<file path="src/rtl/mrt_pkg.sv">
package mrt_pkg;

    // Phase of one multi-register operation.
    typedef enum logic [1:0] {
        PH_IDLE = 2'd0,
        PH_HEAD = 2'd1,
        PH_XFER = 2'd2,
        PH_TAIL = 2'd3
    } mrt_phase_e;

    // Fixed overhead cycles wrapped around the per-register transfers.
    localparam int unsigned OVERHEAD_CYCLES = 2;

    // Control bundle latched at acceptance.
    typedef struct packed {
        logic is_load;
        logic active;
    } mrt_ctl_t;

endpackage

</file>
<file path="src/rtl/mrt_pick_lowest.sv">
module mrt_pick_lowest #(
    parameter int unsigned NREG = 16,
    localparam int unsigned IW  = (NREG > 1) ? $clog2(NREG) : 1
) (
    input  logic [NREG-1:0] mask_i,
    output logic [NREG-1:0] onehot_o,
    output logic [IW-1:0]   idx_o,
    output logic            any_o
);

    // below[i] is set when some bit under position i is set.
    logic [NREG:0] below;
    assign below[0] = 1'b0;

    for (genvar i = 0; i < NREG; i++) begin : g_chain
        assign below[i+1]  = below[i] | mask_i[i];
        assign onehot_o[i] = mask_i[i] & ~below[i];
    end

    assign any_o = below[NREG];

    always_comb begin
        idx_o = '0;
        for (int i = 0; i < NREG; i++) begin
            if (onehot_o[i]) idx_o = idx_o | IW'(i);
        end
    end

endmodule

</file>
<file path="src/rtl/mrt_seq_fsm.sv">
module mrt_seq_fsm
    import mrt_pkg::*;
#(
    parameter int unsigned NREG = 16,
    parameter int unsigned AW   = 32,
    parameter int unsigned BPW  = 4,
    localparam int unsigned CW  = $clog2(NREG + OVERHEAD_CYCLES + 1)
) (
    input  logic            clk,
    input  logic            rst,
    input  logic            start_i,
    input  logic            is_load_i,
    input  logic [AW-1:0]   base_i,
    input  logic [NREG-1:0] mask_i,
    input  logic [NREG-1:0] pick_onehot_i,
    output mrt_phase_e      phase_o,
    output logic [NREG-1:0] left_o,
    output logic [AW-1:0]   addr_o,
    output mrt_ctl_t        ctl_o,
    output logic [CW-1:0]   cycles_o
);

    mrt_phase_e      phase_q;
    logic [NREG-1:0] left_q;
    logic [AW-1:0]   addr_q;
    mrt_ctl_t        ctl_q;
    logic [CW-1:0]   cyc_q;
    logic [CW-1:0]   occ_q;

    logic            accept;
    logic [CW-1:0]   cyc_new;
    logic [NREG-1:0] left_nxt;

    assign accept   = start_i && (phase_q == PH_IDLE);
    assign left_nxt = left_q & ~pick_onehot_i;

    always_comb begin
        cyc_new = CW'(OVERHEAD_CYCLES);
        for (int i = 0; i < NREG; i++) cyc_new = cyc_new + CW'(mask_i[i]);
    end

    always_ff @(posedge clk) begin
        if (rst) begin
            phase_q <= PH_IDLE;
            left_q  <= '0;
            addr_q  <= '0;
            ctl_q   <= '0;
            cyc_q   <= '0;
        end else begin
            unique case (phase_q)
                PH_IDLE: if (accept) begin
                    phase_q       <= PH_HEAD;
                    left_q        <= mask_i;
                    addr_q        <= base_i;
                    ctl_q.is_load <= is_load_i;
                    ctl_q.active  <= 1'b1;
                    cyc_q         <= cyc_new;
                end
                PH_HEAD: phase_q <= (left_q != '0) ? PH_XFER : PH_TAIL;
                PH_XFER: begin
                    left_q <= left_nxt;
                    addr_q <= addr_q + AW'(BPW);
                    if (left_nxt == '0) phase_q <= PH_TAIL;
                end
                PH_TAIL: begin
                    phase_q      <= PH_IDLE;
                    ctl_q.active <= 1'b0;
                end
                default: phase_q <= PH_IDLE;
            endcase
        end
    end

    // Occupancy counter used only by the checks below.
    always_ff @(posedge clk) begin
        if (rst)                   occ_q <= '0;
        else if (accept)           occ_q <= '0;
        else if (phase_q != PH_IDLE) occ_q <= occ_q + 1'b1;
    end

    assign phase_o  = phase_q;
    assign left_o   = left_q;
    assign addr_o   = addr_q;
    assign ctl_o    = ctl_q;
    assign cycles_o = cyc_q;

    a_r1_len_matches: assert property (@(posedge clk) disable iff (rst)
        (phase_q == PH_TAIL) |-> (occ_q == cyc_q - 1'b1));
    a_r1_done_then_idle: assert property (@(posedge clk) disable iff (rst)
        (phase_q == PH_TAIL) |=> (phase_q == PH_IDLE));
    a_r9_count_stable: assert property (@(posedge clk) disable iff (rst)
        (phase_q != PH_IDLE) |=> $stable(cyc_q));
    a_r7_empty_skips: assert property (@(posedge clk) disable iff (rst)
        (phase_q == PH_HEAD && left_q == '0) |=> (phase_q == PH_TAIL));

endmodule

</file>
<file path="src/rtl/mrt_issue_seq.sv">
module mrt_issue_seq
    import mrt_pkg::*;
#(
    parameter int unsigned NREG = 16,
    parameter int unsigned AW   = 32,
    parameter int unsigned DW   = 32,
    localparam int unsigned BPW = DW / 8,
    localparam int unsigned IW  = (NREG > 1) ? $clog2(NREG) : 1,
    localparam int unsigned CW  = $clog2(NREG + OVERHEAD_CYCLES + 1)
) (
    input  logic            clk,
    input  logic            rst,
    input  logic            start_i,
    input  logic            is_load_i,
    input  logic [AW-1:0]   base_addr_i,
    input  logic [NREG-1:0] reg_mask_i,
    output logic            mem_req_o,
    output logic            mem_we_o,
    output logic [AW-1:0]   mem_addr_o,
    output logic [DW-1:0]   mem_wdata_o,
    input  logic [DW-1:0]   mem_rdata_i,
    output logic [IW-1:0]   rf_raddr_o,
    input  logic [DW-1:0]   rf_rdata_i,
    output logic            rf_we_o,
    output logic [IW-1:0]   rf_waddr_o,
    output logic [DW-1:0]   rf_wdata_o,
    output logic            busy_o,
    output logic            stall_o,
    output logic            done_o,
    output logic [CW-1:0]   cycles_o
);

    mrt_phase_e      phase;
    logic [NREG-1:0] left;
    logic [NREG-1:0] onehot;
    logic [IW-1:0]   idx;
    logic            any;
    logic [AW-1:0]   addr;
    mrt_ctl_t        ctl;
    logic            xfer;

    mrt_pick_lowest #(.NREG(NREG)) u_pick (
        .mask_i   (left),
        .onehot_o (onehot),
        .idx_o    (idx),
        .any_o    (any)
    );

    mrt_seq_fsm #(.NREG(NREG), .AW(AW), .BPW(BPW)) u_fsm (
        .clk           (clk),
        .rst           (rst),
        .start_i       (start_i),
        .is_load_i     (is_load_i),
        .base_i        (base_addr_i),
        .mask_i        (reg_mask_i),
        .pick_onehot_i (onehot),
        .phase_o       (phase),
        .left_o        (left),
        .addr_o        (addr),
        .ctl_o         (ctl),
        .cycles_o      (cycles_o)
    );

    assign xfer        = (phase == PH_XFER) && any;
    assign mem_req_o   = xfer;
    assign mem_we_o    = xfer && !ctl.is_load;
    assign mem_addr_o  = addr;
    assign mem_wdata_o = rf_rdata_i;
    assign rf_raddr_o  = idx;
    assign rf_we_o     = xfer && ctl.is_load;
    assign rf_waddr_o  = idx;
    assign rf_wdata_o  = mem_rdata_i;
    assign busy_o      = (phase != PH_IDLE);
    assign done_o      = (phase == PH_TAIL);
    assign stall_o     = busy_o || start_i;

    a_r3_ascending: assert property (@(posedge clk) disable iff (rst)
        (mem_req_o && $past(mem_req_o)) |-> (rf_raddr_o > $past(rf_raddr_o)));
    a_r4_addr_step: assert property (@(posedge clk) disable iff (rst)
        (mem_req_o && $past(mem_req_o)) |-> (mem_addr_o == $past(mem_addr_o) + AW'(BPW)));
    a_r5_one_direction: assert property (@(posedge clk) disable iff (rst)
        !(rf_we_o && mem_we_o));
    a_r8_stall_covers_busy: assert property (@(posedge clk) disable iff (rst)
        busy_o |-> stall_o);
    a_r3_req_inside_busy: assert property (@(posedge clk) disable iff (rst)
        mem_req_o |-> (busy_o && !done_o));

endmodule

</file>
<file path="config.mk">
export PLATFORM = sky130hd
export DESIGN_NAME = mrt_issue_seq
export DESIGN_NICKNAME = d
export VERILOG_FILES = /design/src/rtl/mrt_pkg.sv /design/src/rtl/mrt_pick_lowest.sv /design/src/rtl/mrt_seq_fsm.sv /design/src/rtl/mrt_issue_seq.sv
export SDC_FILE = /design/constraint.sdc
export NUM_CORES = 1
export LEC_CHECK = 0
export ABC_CLOCK_PERIOD_IN_PS = 8350
export BUFFER_PORTS_ARGS = -buffer_cell sky130_fd_sc_hd__buf_2
export CAP_MARGIN = 25
export CORE_MARGIN = 4
export CORE_UTILIZATION = 45
export CTS_CLUSTER_DIAMETER = 100
export CTS_CLUSTER_SIZE = 24
export DETAILED_ROUTE_END_ITERATION = 16
export PLACE_DENSITY = 0.82
export REMOVE_ABC_BUFFERS = 1
export SLEW_MARGIN = 20
export SYNTH_ARGS = -nofsm -noshare
export SYNTH_HDL_FRONTEND = slang
export SYNTH_HIERARCHICAL = 1
export SYNTH_SLANG_ARGS = --single-unit
</file>
<file path="constraint.sdc">
create_clock -name clk -period 8.35 [get_ports clk]
set_clock_uncertainty 0.15 [all_clocks]
set_input_delay 0.835 -clock clk [delete_from_list [all_inputs] [get_ports clk]]
set_output_delay 0.835 -clock clk [all_outputs]
set_load 0.1 [all_outputs]
</file>
==> results of run 1 <==
==> metrics by stage <==
stage          cells  setup WS (ns)  cell area [um2]
6_report         761          4.254             4825
3_3_place_gp     751          4.026             4715
4_1_cts          760          4.280             4815
2_1_floorplan    512          3.507             4004
3_5_place_dp     752          3.956             4726
5_1_grt          761          4.166             4825
==> cell usage in the layout (no fill, tap or decap), drive strengths merged, types with 8 or more instances in the layout <==
master and count:
nor3 20, nand2 52, buf 108, and3 15, a22o 16, a21oi 49, a31oi 10, nor2 59
nand4 11, nor4 13, nand3 17, inv 36, ha 8, o21ai 31, fa 11, dfxtp 56
nand2b 17
==> tightest hold or removal path: cells and delay by family, from the launching register on <==
kind               cells  cell delay (ns)
AOI/OAI and AO/OA      1             0.05
DFF                    1             0.33
and+or+nand+nor        1             0.05
==> power by group <==
group | leakage (uW) | switching [uW] | internal [uW]
logic | 0.00159 | 1340 | 387
clock network | 0.0000414 | 97.5 | 60.1
registers | 0.000460 | 145 | 354
total | 0.00209 | 1580 | 801
==> area by class of cell <==
class / count / area [um2] / area share (%)
Clock buffer: 6 / 72.57 / 1.504
Clock inverter: 2 / 16.27 / 0.3371
Inverter: 37 / 138.9 / 2.879
Multi-Input combinational cell: 419 / 2750 / 57.00
Sequential cell: 56 / 1121 / 23.24
Tap cell: 133 / 166.4 / 3.449
Timing Repair Buffer: 108 / 559.3 / 11.59
==> routing by layer <==
metal  part of all wire (%)  vias to the layer above  track usage, %
met5                   0.37                        -           10.71
met4                    1.1                        2           4.541
met3                     21                       26           23.66
met2                     41                      325           39.71
met1                     36                     2152           32.05
li1                       -                     2130               -
==> registers in the layout (all words and copies together) (netlist names) <==
| signal | cells |
|---|---|
| u_fsm/addr_o | 32 |
| u_fsm/phase_o | 2 |
| u_fsm/left_o | 16 |
| u_fsm/cycles_o | 5 |
| u_fsm/ctl_o | 1 |
==> final timing paths <==
kind | to | cells after the start | startpoint
worst min-delay path | u_fsm/cycles_o[0] | 2 | u_fsm/cycles_o[0]
worst max-delay path | u_fsm/cycles_o[4] | 13 | reg_mask_i[0]
worst min register to register | u_fsm/cycles_o[0] | 2 | u_fsm/cycles_o[0]
worst max register to register | u_fsm/addr_o[4] | 8 | u_fsm/phase_o[0]
==> reports/qor.txt, run 1 <==
Buf/Inv on CP - 3
Layout cells sized above 1 - 22.45%
Pwr/cell area - 493.6 nW/um2
First-pass DRT Iterations - 5
Setup crit end kind - register
Slew Limit Fails - 0
Largest net degree at the start of global routing - 60
Die area - 11,990 um2
CTS tree - done
Vias - 4,635
Worst-Margin Slew - 0.9071 ns
Slew headroom - 39.50%
Yosys warnings - 6
Die W - 109.5 um
Maximum vdd ir drop - 0.0002594 V
Root Driver - clkbuf_8
Final setup TNS - 0 ns
Peak Freq - 244.1 MHz
Grt total ovfl - 0
Total power - 2382 uW
Clock latency on the worst-skew pair - 0.31 ns
Kind of cell adding the most delay to the critical path - adder cells
Htree depth - 2
Initial antenna violation count - 0
Min Tclk post-route - 4.096 ns
Slowest cell delay on critical path - 0.55 ns
Mean post-synth cell area - 7.589 um2
LEAKAGE - 0.002088 uW
Min-delay worst type - register to register
First-pass GRT wire length - 25,300 um
Vias per cell - 6.091
GP Congestion - 0.9517
Top Ports - 231
CTS Buf Count - 5
Startpoint Class - input port
Critical path class - input port to register
Fill cell count - 1,009
Initial DRC Count - 430
Final Cycle Share - 49.06%
Core region area - 9910 um2
Initial Utilization - 46.79%
RSZ-0062 raised after global routing - false
Routed wire length per instance - 22.90 um
DRC Markers - 0
Cells resized by post-CTS repair - 0
Most frequent CP cell - fa_1
Hold WS - 0.3173 ns
Total wire length - 17,430 um
Crit-path cells - buf_2, fa_1, inv_1, fa_1, fa_1, fa_1, inv_1, ha_1, fa_1, a21oi_1, nor3_1, a21oi_1, nor2_1
Hold Fails Final Rpt - 0
Final setup violation count - 0
Max Fanout on Critical Path - 2
Critical path arrival - 4.13 ns
Routed Antenna Nets - 0
Nets - 762
# rows - 36
Required @ worst endpoint - 8.38 ns
I/O Buffers - 102
Vias in the first global route - 4,193
Clk slew on worst S/H paths - 0.10 ns
Core Util, Final - 48.69%
Clock tree buffer depth - 2
Gr usage total - 28.05%
Chip Height - 109.5 um
Status - finished clean
TritonCTS Sinks - 56
Dpl hpwl - 13,510 um
Slowest CP cell - fa_1
Max-Cap Viols - 0
Postcts setup bufs - 0
Area of the mapped netlist - 4637 um2
P&R area growth vs syn - 4.048%
Inserted Diodes - 0
R2r setup slk - 5.05 ns
Hold-fix buffers, CTS - 0
Gate Count Post-Synth - 611
(Power assumes the default switching activity.)
==> run 2: changes to the inputs <==
Settings changed: ABC_CLOCK_PERIOD_IN_PS 8350 to 4140.
Clock period 8.35 ns to 4.14 ns, I/O delays scaled along.
==> run 2 against run 1 <==
Net effect: die area unchanged; first-iteration DRC count up 7.0%; final cell count up 0.39%; largest cell class unchanged; highest routed layer unchanged.
==> reports/qor.txt, run 2 (same netlist as run 1, synthesis figures left out) <==
Gr usage total - 28.08%
Clock tree buffer depth - 2
Clk slew on worst S/H paths - 0.10 ns
Total wire length - 17,340 um
R2r endpoint - u_fsm/phase_o[0]
Startpoint Class - input port
GP Congestion - 0.9378
Logic pwr share - 72.5%
Reg-to-Reg Start - u_fsm/left_o[0]
Die W - 109.5 um
Initial DRC Count - 460
Commonest non-fill, non-tap cells in the layout - 102 x buf_2, 58 x nor2_1, 56 x dfxtp_1, 51 x nand2_1, 49 x a21oi_1
First-pass GRT wire length - 25,330 um
DRC Markers - 0
Area post-placement - 4756 um2
RSZ-0062 raised after global routing - false
Critical path class - input port to register
Grt total ovfl - 0
R2r setup slk - 1.15 ns
Hold WS - 0.1836 ns
Register share of total power - 20.7%
Vias in the first global route - 4,252
Hold depth - 3
Peak Freq - 273.9 MHz
Min Tclk post-route - 3.651 ns
Chip Height - 109.5 um
Routed Antenna Nets - 0
Htree depth - 2
Maximum vdd ir drop - 0.0006085 V
Critical hold path startpoint - is_load_i
Cells resized by post-CTS repair - 0
I/O Buffers - 102
# placed instances - 756
Setup crit end kind - register
Slew Limit Fails - 0
Core region area - 9910 um2
TritonCTS Sinks - 56
Status - finished clean
Pwr/cell area - 993.8 nW/um2
Vias per cell - 6.076
Post-Layout Cell Count - 764
Clock power frac - 6.8%
Die area - 11,990 um2
Largest net degree at the start of global routing - 56
Inserted Diodes - 0
Top Ports - 231
Final setup violation count - 0
Worst Reg-to-Reg Cells - 9
Slew headroom - 34.57%
Worst-Margin Slew - 0.9778 ns
Critical path arrival - 3.70 ns
Max-Cap Viols - 0
Final Cycle Share - 88.19%
Root Driver - clkbuf_8
Initial Utilization - 46.79%
P_sw - 3190 uW
Routed wire length per instance - 22.70 um
Max Fanout on Critical Path - 2
Hold path endpoint - u_fsm/ctl_o[1]
Switching share of total power - 66.24%
Total power - 4815 uW
Design area - 4845 um2
CTS Buf Count - 5
Internal - 1625 uW
Max reg flops - 32
Min-delay worst type - input port to register
Required @ worst endpoint - 4.19 ns
Hold Fails Final Rpt - 0
Nets - 765
Dpl hpwl - 13,640 um
CTS tree - done
First-pass DRT Iterations - 6
Postcts setup bufs - 0
LEAKAGE - 0.002102 uW
# rows - 36
Core Util, Final - 48.89%
Vias - 4,642
Clock latency on the worst-skew pair - 0.33 ns
Hold-fix buffers, CTS - 0
Commonest non-fill, non-tap cell in the layout - buf_2
Initial antenna violation count - 0
Layout cells sized above 1 - 22.66%
P&R area growth vs syn - 4.479%
==> run 2: power by group through the flow <==
stage | combinational [uW] | clock [uW] | sequential, uW
after floorplan | 1870 | 0 | 1810
after global placement | 3400 | 0 | 1000
after detailed placement | 3460 | 0 | 1000
after CTS | 3470 | 329 | 992
after global routing | 3690 | 353 | 1040
final | 3490 | 325 | 998
==> run 2: layout make-up <==
cell class / instances / area (um2)
fillers: 996 / 5065
multi-input cells: 419 / 2748
flip-flops and latches: 56 / 1121
repair buffers: 111 / 581.8
well taps: 133 / 166.4
inverters: 37 / 138.9
clock buffers: 6 / 72.57
clock inverters: 2 / 16.27
==> run 2: routing by layer <==
metal  part of all wire, %  GRT usage [%]
met4                   2.4          8.103
met3                    20          22.78
met5                  0.17          6.250
met2                    40          37.75
met1                    37          33.22
==> run 2: critical path, cell delays in order <==
cell     delay [ns]
buf_2          0.11
fa_1           0.54
inv_1          0.05
fa_1           0.56
fa_1           0.47
fa_1           0.50
inv_1          0.05
ha_1           0.21
fa_1           0.41
a21oi_1        0.14
nor3_1         0.06
a21oi_1        0.13
nor2_1         0.05
==> run 2: worst max-delay path by stage <==
stage,startpoint,to,slack (ns)
floorplan,u_fsm/phase_o[0],u_fsm/addr_o[4],-0.39
global placement,reg_mask_i[11],u_fsm/cycles_o[4],0.26
detailed placement,reg_mask_i[11],u_fsm/cycles_o[4],0.21
CTS,reg_mask_i[11],u_fsm/cycles_o[4],0.53
global route,reg_mask_i[11],u_fsm/cycles_o[4],0.39
finish,reg_mask_i[11],u_fsm/cycles_o[4],0.49
==> run 2: stage by stage <==
| step | worst slack [ns] | TNS, ns |
|---|---|---|
| 3_3_place_gp | 0.2610 | 0 |
| 4_1_cts | 0.5340 | 0 |
| 6_report | 0.4890 | 0 |
| 3_5_place_dp | 0.2097 | 0 |
| 2_1_floorplan | -0.3933 | -6.739 |
| 5_1_grt | 0.3899 | 0 |
